### config.mk
export PLATFORM = sky130hd
export DESIGN_NAME = sck_clock_divider
export DESIGN_NICKNAME = d
export VERILOG_FILES = /design/src/rtl/sck_div_pkg.sv /design/src/rtl/sck_rst_sync.sv /design/src/rtl/sck_cfg_decode.sv /design/src/rtl/sck_phase_gen.sv /design/src/rtl/sck_clock_divider.sv
export SDC_FILE = /design/constraint.sdc
export NUM_CORES = 1
export LEC_CHECK = 0
export CAP_MARGIN = 20
export CORE_MARGIN = 2
export CORE_UTILIZATION = 35
export DETAILED_ROUTE_END_ITERATION = 8
export PLACE_DENSITY = 0.55
export RECOVER_POWER = 50
export SYNTH_ARGS = -nofsm -noshare
export SYNTH_HDL_FRONTEND = slang
export SYNTH_SLANG_ARGS = --single-unit
### constraint.sdc
create_clock -name clk_ref -period 1.05 [get_ports clk_ref]
set_input_delay 0.1575 -clock clk_ref [delete_from_list [all_inputs] [get_ports clk_ref]]
set_output_delay 0.1575 -clock clk_ref [all_outputs]
set_load 0.02 [all_outputs]
### src/rtl/sck_div_pkg.sv
`timescale 1ns/1ps
package sck_div_pkg;
  localparam int CFG_W = 8;
  localparam int SCL_W = 4;
  localparam int PRE_W = 3;
  localparam int DIV_W = SCL_W + (1 << PRE_W) - 1;

  typedef enum logic {
    MODE_LEGACY   = 1'b0,
    MODE_EXTENDED = 1'b1
  } div_mode_e;
endpackage

### src/rtl/sck_rst_sync.sv
`timescale 1ns/1ps
module sck_rst_sync #(
  parameter int STAGES = 2
) (
  input  logic clk,
  input  logic arst_n,
  output logic srst_n
);
  logic [STAGES-1:0] sync_q;
  logic [STAGES-1:0] sync_n;

  always_comb begin
    sync_n = {sync_q[STAGES-2:0], 1'b1};
  end

  always_ff @(posedge clk or negedge arst_n) begin
    if (!arst_n) sync_q <= '0;
    else         sync_q <= sync_n;
  end

  assign srst_n = sync_q[STAGES-1];
endmodule

### src/rtl/sck_cfg_decode.sv
`timescale 1ns/1ps
module sck_cfg_decode
  import sck_div_pkg::*;
#(
  parameter int SCALER_W = SCL_W,
  parameter int PRESC_W  = PRE_W,
  parameter int CNT_W    = DIV_W
) (
  input  logic [CFG_W-1:0] cfg,
  input  div_mode_e        mode,
  output logic             ok,
  output logic [CNT_W-1:0] div
);
  // field positions are fixed by the register layout the shift logic shares
  localparam int PRE_LO_BIT = SCALER_W;
  localparam int PRE_HI_LSB = SCALER_W + 2;
  localparam int LEG_MIN_H  = 2;

  logic [SCALER_W-1:0] ext_scl;
  logic [PRESC_W-1:0]  ext_pre;
  logic [CNT_W-1:0]    ext_div;
  logic                ext_ok;
  logic [SCALER_W-1:0] leg_half;
  logic [CNT_W-1:0]    leg_div;
  logic                leg_ok;
  logic                cfg_unused;

  assign cfg_unused = cfg[SCALER_W+1];

  always_comb begin
    ext_scl = cfg[SCALER_W-1:0];
    ext_pre = {cfg[PRE_HI_LSB+1:PRE_HI_LSB], cfg[PRE_LO_BIT]};
    ext_div = CNT_W'(ext_scl) << ext_pre;
    ext_ok  = (ext_scl != '0);
  end

  always_comb begin
    leg_half = cfg[SCALER_W-1:0];
    leg_div  = CNT_W'({leg_half, 1'b0});
    leg_ok   = cfg[PRE_LO_BIT] && (leg_half >= SCALER_W'(LEG_MIN_H));
  end

  always_comb begin
    if (mode == MODE_EXTENDED) begin
      ok  = ext_ok;
      div = ext_div;
    end else begin
      ok  = leg_ok;
      div = leg_div;
    end
  end


  always_comb begin
    ok_div_nonzero_chk: assert (!ok || (div != '0));
  end
endmodule

### src/rtl/sck_phase_gen.sv
`timescale 1ns/1ps
module sck_phase_gen
  import sck_div_pkg::*;
#(
  parameter int CNT_W = DIV_W
) (
  input  logic             clk,
  input  logic             rst_n,
  input  logic             run,
  input  logic             cfg_ok,
  input  logic [CNT_W-1:0] cfg_div,
  output logic             act_q,
  output logic             tick_q
);
  logic             live_q, live_n;
  logic [CNT_W-1:0] cnt_q, cnt_n;
  logic [CNT_W-1:0] div_q, div_n;
  logic             act_n, tick_n;
  logic             last;
  logic             go;
  logic             clk_en;

  always_comb begin
    last   = live_q && (cnt_q == (div_q - 1'b1));
    go     = run && cfg_ok;
    clk_en = live_q || run;
    live_n = live_q;
    cnt_n  = cnt_q;
    div_n  = div_q;
    if (!live_q) begin
      if (go) begin
        live_n = 1'b1;
        cnt_n  = '0;
        div_n  = cfg_div;
      end
    end else if (last) begin
      cnt_n = '0;
      if (go) begin
        div_n = cfg_div;
      end else begin
        live_n = 1'b0;
      end
    end else begin
      cnt_n = cnt_q + 1'b1;
    end
    act_n  = live_n && (cnt_n < (div_n >> 1));
    tick_n = live_n && (cnt_n == (div_n - 1'b1));
  end

  always_ff @(posedge clk or negedge rst_n) begin
    if (!rst_n) begin
      live_q <= 1'b0;
      cnt_q  <= '0;
      div_q  <= '0;
      act_q  <= 1'b0;
      tick_q <= 1'b0;
    end else if (clk_en) begin
      live_q <= live_n;
      cnt_q  <= cnt_n;
      div_q  <= div_n;
      act_q  <= act_n;
      tick_q <= tick_n;
    end
  end


  idle_quiet_chk: assert property (@(posedge clk) disable iff (!rst_n)
    !live_q |-> (!act_q && !tick_q));


  cnt_range_chk: assert property (@(posedge clk) disable iff (!rst_n)
    live_q |-> (cnt_q < div_q));


  div_hold_chk: assert property (@(posedge clk) disable iff (!rst_n)
    (live_q && $past(live_q) && !$past(tick_q)) |-> $stable(div_q));


  bad_hold_chk: assert property (@(posedge clk) disable iff (!rst_n)
    (!live_q && !cfg_ok) |=> !live_q);


  tick_wrap_chk: assert property (@(posedge clk) disable iff (!rst_n)
    (tick_q && live_q) |=> (!live_q || (cnt_q == '0)));
endmodule

### src/rtl/sck_clock_divider.sv
`timescale 1ns/1ps
module sck_clock_divider
  import sck_div_pkg::*;
#(
  parameter int SCALER_W   = SCL_W,
  parameter int PRESC_W    = PRE_W,
  parameter int SYNC_DEPTH = 2
) (
  input  logic             clk_ref,
  input  logic             rst_n,
  input  logic [CFG_W-1:0] cfg_byte,
  input  logic             ext_mode,
  input  logic             cpol,
  input  logic             run,
  output logic             sck,
  output logic             sck_tick,
  output logic             cfg_bad
);
  localparam int CNT_W = SCALER_W + (1 << PRESC_W) - 1;

  logic             srst_n;
  logic             dec_ok;
  logic [CNT_W-1:0] dec_div;
  logic             act_q;
  div_mode_e        mode;

  assign mode = div_mode_e'(ext_mode);

  sck_rst_sync #(.STAGES(SYNC_DEPTH)) u_rst (
    .clk    (clk_ref),
    .arst_n (rst_n),
    .srst_n (srst_n)
  );

  sck_cfg_decode #(
    .SCALER_W (SCALER_W),
    .PRESC_W  (PRESC_W),
    .CNT_W    (CNT_W)
  ) u_dec (
    .cfg  (cfg_byte),
    .mode (mode),
    .ok   (dec_ok),
    .div  (dec_div)
  );

  sck_phase_gen #(.CNT_W(CNT_W)) u_gen (
    .clk     (clk_ref),
    .rst_n   (srst_n),
    .run     (run),
    .cfg_ok  (dec_ok),
    .cfg_div (dec_div),
    .act_q   (act_q),
    .tick_q  (sck_tick)
  );

  assign sck     = act_q ^ cpol;
  assign cfg_bad = !dec_ok;
endmodule

After elaboration in Yosys (flattened, before gate mapping)

Index checks and enable logic that the tools add are counted.

Bits in registers: 27
Logic and storage cells: 34

Shifts and indexed selects: 1
Add/subtract/negate cells: 3
Reduce and logical (&&, ||, !) cells: 8
Muxes and demuxes: 11
Magnitude comparators: 2
Equal/unequal tests: 2
Bitwise gates (word level): 1

Operators by type and width:

| cell                                                               | number |
|---|---|
| 2-to-1 mux 11 bit                                                  | 7 |
| equality test 11 bit                                               | 2 |
| subtractor 11 x 1 -> 11 bit (second input constant)                | 2 |
| adder 11 x 1 -> 11 bit (second input constant)                     | 1 |
| less-than comparator 11 x 10 -> 1 bit                              | 1 |
| << shifter 4 x 3 -> 11 bit                                         | 1 |
| logical AND 1 bit                                                  | 5 |
| greater-or-equal comparator 4 x 2 -> 1 bit (second input constant) | 1 |
| 2-to-1 mux 1 bit                                                   | 4 |
| nonzero test 4 bit                                                 | 1 |
| zero test 1 bit                                                    | 1 |
| logical OR 1 bit                                                   | 1 |
| XOR 1 bit                                                          | 1 |

Longest topological paths before layout

Depth in word-level cells: 10
Mapped depth: 20
Gate-level depth less buffers: 18

By module

Synthesis repeated with hierarchy kept, for this count alone.

Cells, all modules: 325
Area, all modules: 2,627.5 sq um

Modules (own cells, without submodules):

| module            | cells each | sequential area each (sq um) | instances | area an instance (sq um) |
|---|---|---|---|---|
| sck_phase_gen     | 274        | 625.6                        | 1         | 2,255.9 |
| sck_cfg_decode    | 46         | 0.0                          | 1         | 305.3 |
| sck_rst_sync      | 3          | 50.0                         | 1         | 53.8 |
| sck_clock_divider | 2          | 0.0                          | 1         | 12.5 |

Worst setup path after synthesis

Ideal clock, no wire load.

Kind: flip-flop to flip-flop
Start point: register u_gen.div_q[0]
End point: register u_gen.tick_q
Cell stages (with the launch flop): 20
Arrival time: 3,909 ps
Required time: 955 ps
Setup slack: -2,954 ps
Period minus slack after synthesis: 4,004 ps
Path buffers: 2
Cell sequence: dfrtp_1 -> buf_2 -> inv_1 -> ha_1 -> nor3b_2 -> a21oi_1 -> a211oi_1 -> a31oi_4 -> buf_6 -> nor2_1 -> nand2_1 -> o21ai_0 -> inv_1 -> ha_1 -> inv_1 -> nor3b_1 -> or4b_1 -> a31oi_1 -> a21oi_1 -> o31ai_1

Word-level cells in the longest chain between the ends: 8
Elaborated cells on any way between the ends: 13

RTL lines:

| what                        | RTL line            | RTL |
|---|---|---|
| start: declaration          | sck_phase_gen.sv:17 | `logic [CNT_W-1:0] div_q, div_n;` |
| start signal: assignment    | sck_phase_gen.sv:60 | `div_q <= div_n;` |
| subtractor 11 x 1 -> 11 bit | sck_phase_gen.sv:24 | `last = live_q && (cnt_q == (div_q - 1'b1));` |
| equality test 11 bit        | sck_phase_gen.sv:24 |  |
| logical AND 1 bit           | sck_phase_gen.sv:24 |  |
| 2-to-1 mux 11 bit           | sck_phase_gen.sv:36 | `end else if (last) begin` |
| 2-to-1 mux 11 bit           | sck_phase_gen.sv:30 | `if (!live_q) begin` |
| subtractor 11 x 1 -> 11 bit | sck_phase_gen.sv:47 | `tick_n = live_n && (cnt_n == (div_n - 1'b1));` |
| equality test 11 bit        | sck_phase_gen.sv:47 |  |
| logical AND 1 bit *         | sck_phase_gen.sv:47 |  |
| end signal: assignment      | sck_phase_gen.sv:62 | `tick_q <= tick_n;` |
| end: declaration            | sck_phase_gen.sv:13 | `output logic tick_q` |

Every way passes the cells marked *; elsewhere a longest branch is shown, timed or not.
A chain may end at the register's enable or synchronous reset.

Worst setup path in the final report

Start point: register u_gen.div_q[5]
End point: register u_gen.tick_q

The elaborated chain is that of the path after synthesis.

==> results_tabular.tex <==
\begin{tabular}{lr}
\hline
Metric & Value \\
\hline
\multicolumn{2}{l}{\textbf{Global routing}} \\
GRT Resource Usage Total & 24.2\% \\
Sum of overflow across all layers after global routing & 0 \\
First-pass GRT wire length & 16,900 um \\
Initial antenna violation count & 0 \\
Number of global-route vias before repair & 3,442 \\
Pin count of the biggest net entering global routing & 26 \\
\multicolumn{2}{l}{\textbf{CTS}} \\
Hold Buf Count CTS & 0 \\
Maximum clock path buffer count & 2 \\
Count of H-tree levels built during CTS & 1 \\
Clock Sinks & 27 \\
Clock input transition at the sequential cells of the worst setup and hold paths & 0.11 ns \\
Insertion delay to the later sink of the worst-skew pair & 0.28 ns \\
Clk Tree Root Cell & clkbuf\_8 \\
TritonCTS clock tree & done \\
CTS buffer count & 3 \\
\multicolumn{2}{l}{\textbf{Synth}} \\
Post-synthesis share of cell area spent on full adders, half adders and majority gates & 5.11\% \\
Mux contribution to synthesized area & 3.54\% \\
Most used flip-flop cell after synthesis & dfrtp\_1 \\
Fraction of the mapped netlist area in compound gates & 26.3\% \\
Area share of and/or/nand/nor cells after synthesis & 27.8\% \\
Synth Net Count & 395 \\
Synth unique cells & 76 \\
Register bit total from synthesis & 27 \\
Synthesized-area fraction occupied by xor and xnor cells & 6.86\% \\
Syn Std Cell Area & 2940 um\^{}2 \\
Async set-reset flop share out of synthesis & 100\% \\
Mean area per synthesized cell & 7.94 um\^{}2 \\
Synthesized netlist cell count & 370 \\
Combinational family with the most area after synthesis & simple AND/OR/NAND/NOR gates \\
Sequential cell area fraction in the yosys report & 23.0\% \\
Number of flops mapped to enable cells by yosys & 0 \\
Warnings from Yosys & 0 \\
\multicolumn{2}{l}{\textbf{Critical path}} \\
Data required time at the worst endpoint & 1.25 ns \\
Crit Path Category & flop to flop \\
Data arrival at the endpoint of the critical path & 3.87 ns \\
Top fanout value on the critical path & 6 \\
Critical path launch point type & flop \\
CP Capture Type & flop \\
\multicolumn{2}{l}{\textbf{STA}} \\
Worst slew slack as a fraction of its limit & 54.5\% \\
Final number of setup-violating endpoints & 27 \\
Final worst setup slack & -2.62 ns \\
Hold Fails Final Rpt & 0 \\
Final slew viol count & 0 \\
RSZ-0062 raised after global routing & true \\
Peak clock frequency supported by timing & 0.273 GHz \\
Crit share post-route & 349\% \\
Largest clock skew in the final design & 0.00824 ns \\
Post-layout min period & 3.67 ns \\
Transition time of the tightest slew-check pin & 0.682 ns \\
\multicolumn{2}{l}{\textbf{Routing}} \\
Drt via density & 5.43 \\
Total Routed Length & 10,800 um \\
Iter 0 DRT Violations & 151 \\
DR vias & 3,525 \\
Remaining number of nets flagged by the antenna check after routing & 0 \\
DRC Markers & 0 \\
Routed length per placed instance & 16.7 um \\
First-pass DRT Iterations & 4 \\
\multicolumn{2}{l}{\textbf{Pwr}} \\
Post-layout power & 10.9 mW \\
Areal power density over the cells & 2210 nW/um\^{}2 \\
Worst ir drop on vdd & 0.878 mV \\
Cell leakage power & 2.23 nW \\
\multicolumn{2}{l}{\textbf{Floorplanning}} \\
Height of the chip & 95.6 um \\
Total Die Area & 9140 um\^{}2 \\
Width of the die & 95.6 um \\
Area of the core region & 8180 um\^{}2 \\
Starting utilization of the core area & 35.9\% \\
Count of boundary I/O pins & 16 \\
Number of standard-cell rows in the floorplan & 33 \\
\multicolumn{2}{l}{\textbf{Status}} \\
Violated checks & negative setup slack \\
Status & finished with violations \\
\multicolumn{2}{l}{\textbf{Layout}} \\
Count of nets after finishing & 570 \\
Non-Filler Cell Area, Final & 4960 um\^{}2 \\
Area added between synthesis and finish & 68.8\% \\
Number of diodes & 0 \\
Area taken by flip-flops and latches & 677 um\^{}2 \\
Non-filler cells, final & 649 \\
Number of fillers in the final layout & 698 \\
Final core utilization & 60.6\% \\
Layout cell share with drive strength beyond 1 & 48.3\% \\
Multi-input gate area in the final layout & 2410 um\^{}2 \\
\multicolumn{2}{l}{\textbf{Placed design}} \\
HPWL reported at the end of detailed placement & 8290 um \\
Cells after DPL & 614 \\
Count of buffers from port buffering & 14 \\
Placed cell area & 4310 um\^{}2 \\
Final weighted congestion of routability-driven global placement & 0.884 \\
Pre-CTS worst setup slack & -2.83 ns \\
\multicolumn{2}{l}{\textbf{Min path}} \\
Classification of the worst-slack hold path & input port to asynchronous set/reset pin \\
\multicolumn{2}{l}{\textbf{Run}} \\
Max cap viols & 0 \\
\hline
\end{tabular}
-- final cells by class --
type	count	share of cell area, %
inverter	26	2.07
sequential	27	13.7
clock buffer	4	0.909
tap	105	2.65
multi-input combinational	295	48.5
timing repair buffer	192	32.2
-- through the flow --
| step | setup TNS, ns | hold WS (ns) |
|---|---|---|
| after floorplan | -33.99 | -0.138 |
| after global placement | -39.44 | 0.253 |
| after detailed placement | -40.18 | 0.253 |
| after CTS | -38.14 | 0.0328 |
| after global routing | -41.34 | 0.100 |
| final | -39.13 | 0.0951 |
-- cell families (layout without fill, tap and decap cells) --
| group | count (synthesis) | after routing |
|---|---|---|
| AOI/OAI and AO/OA | 104 | 104 |
| muxes | 9 | 9 |
| other | 1 | 1 |
| adders and majority gates | 12 | 12 |
| xor gates and xnor gates | 23 | 23 |
| buffers and inverters | 48 | 222 |
| DFF | 27 | 27 |
| and+or+nand+nor | 146 | 146 |
-- power breakdown --
| part | switching (mW) | total (mW) | internal [mW] |
|---|---|---|---|
| Sequential | 0.313 | 1.66 | 1.35 |
| Clock | 0.371 | 0.645 | 0.273 |
| Combinational | 4.04 | 8.63 | 4.59 |
-- synth_stat cells (2+ instances only) --
cell	instances	area (um^2)
nand2b_1	2	12.5
a21oi_1	17	85.1
buf_2	2	10.0
o221ai_1	4	35.0
o21ai_1	4	20.0
a21o_1	2	15.0
clkbuf_1	15	56.3
nand3b_1	3	22.5
o211ai_1	6	45.0
a22o_1	3	26.3
nand2_1	33	124
nor4b_1	3	26.3
nor3b_1	3	22.5
a21boi_2	2	22.5
or2_2	3	18.8
a2111oi_0	2	17.5
and2_1	4	25.0
ha_1	12	150
inv_1	26	97.6
buf_6	4	45.0
a31oi_1	4	25.0
dfrtp_1	27	676
xnor2_1	12	105
nor2_1	26	97.6
nor3_1	13	65.1
nand4b_1	2	17.5
xor2_1	11	96.3
nand3_1	12	60.1
and3_4	2	22.5
mux2i_1	7	70.1
and3_1	7	43.8
or3_1	7	43.8
a221o_1	3	30.0
o21ai_0	24	120
nor2b_1	2	12.5
a211o_1	2	17.5
and4_1	2	17.5
a311oi_1	4	35.0
and3b_1	2	17.5
a32o_1	2	20.0
o2111ai_1	3	26.3
a211oi_1	2	15.0
nand4_1	10	62.6
o31ai_1	2	15.0
-- registers in the layout, summed over array words and instances, names as in the netlist --
name and cells:
u_gen.tick_q 1, u_gen.live_q 1, u_rst.sync_q 2, u_gen.div_q 11
u_gen.act_q 1, u_gen.cnt_q 11
-- per-layer routing --
metal / vias up / routed length [um] / GRT usage (%)
met4: 0 / 326 / 8.57
met3: 26 / 415 / 1.50
li1: 1721 / - / -
met5: - / 0 / 0
met1: 1688 / 4500 / 30.5
met2: 90 / 5580 / 43.5
-- layout by cell type, fill, tap and decap left out, types with 8 or more instances in the layout --
cell,n
nand4_1,10
nand3_1,12
dfrtp_1,26
o21ai_0,13
nor3_1,9
xor2_1,10
a21oi_1,14
xnor2_1,12
ha_1,8
buf_4,150
nor2_1,21
nand2_1,29
buf_6,28
inv_1,18
-- final timing paths --
kind | slack (ns) | end | cells past startpoint | startpoint
setup / recovery | -2.62 | u_gen.tick_q | 16 | u_gen.div_q[5]
hold / removal | 0.1 | u_rst.sync_q[0] | 1 | rst_n
setup reg to reg | -2.62 | u_gen.tick_q | 16 | u_gen.div_q[5]
hold reg to reg | 0.36 | u_gen.cnt_q[6] | 1 | u_rst.sync_q[1]
max in group asynchronous | 0.21 | u_gen.div_q[1] | 1 | u_rst.sync_q[1]
min in group clk_ref | 0.36 | u_rst.sync_q[1] | 0 | u_rst.sync_q[0]
-- critical path, cell delays in order (launching register included) --
cell       delay, ns
dfrtp_1         0.41
or4_4           0.58
o31a_1          0.25
or3_4           0.42
a31oi_4         0.23
buf_6           0.16
nor2_4          0.06
nand2_2         0.09
o21ai_2         0.07
inv_2           0.07
ha_4            0.18
inv_4           0.05
nor3b_4         0.25
nand3_1         0.13
o2bb2ai_2       0.15
nand4_1         0.20
o31ai_1         0.28
-- repair_timing --
action	4_1_cts	5_1_grt
cloned	0	0
setup endpoints to repair	28	27
pin swaps	10	17
gates resized for setup	80	42
buffers inserted	15	19
No activity file was read; power rests on OpenSTA's default activity.
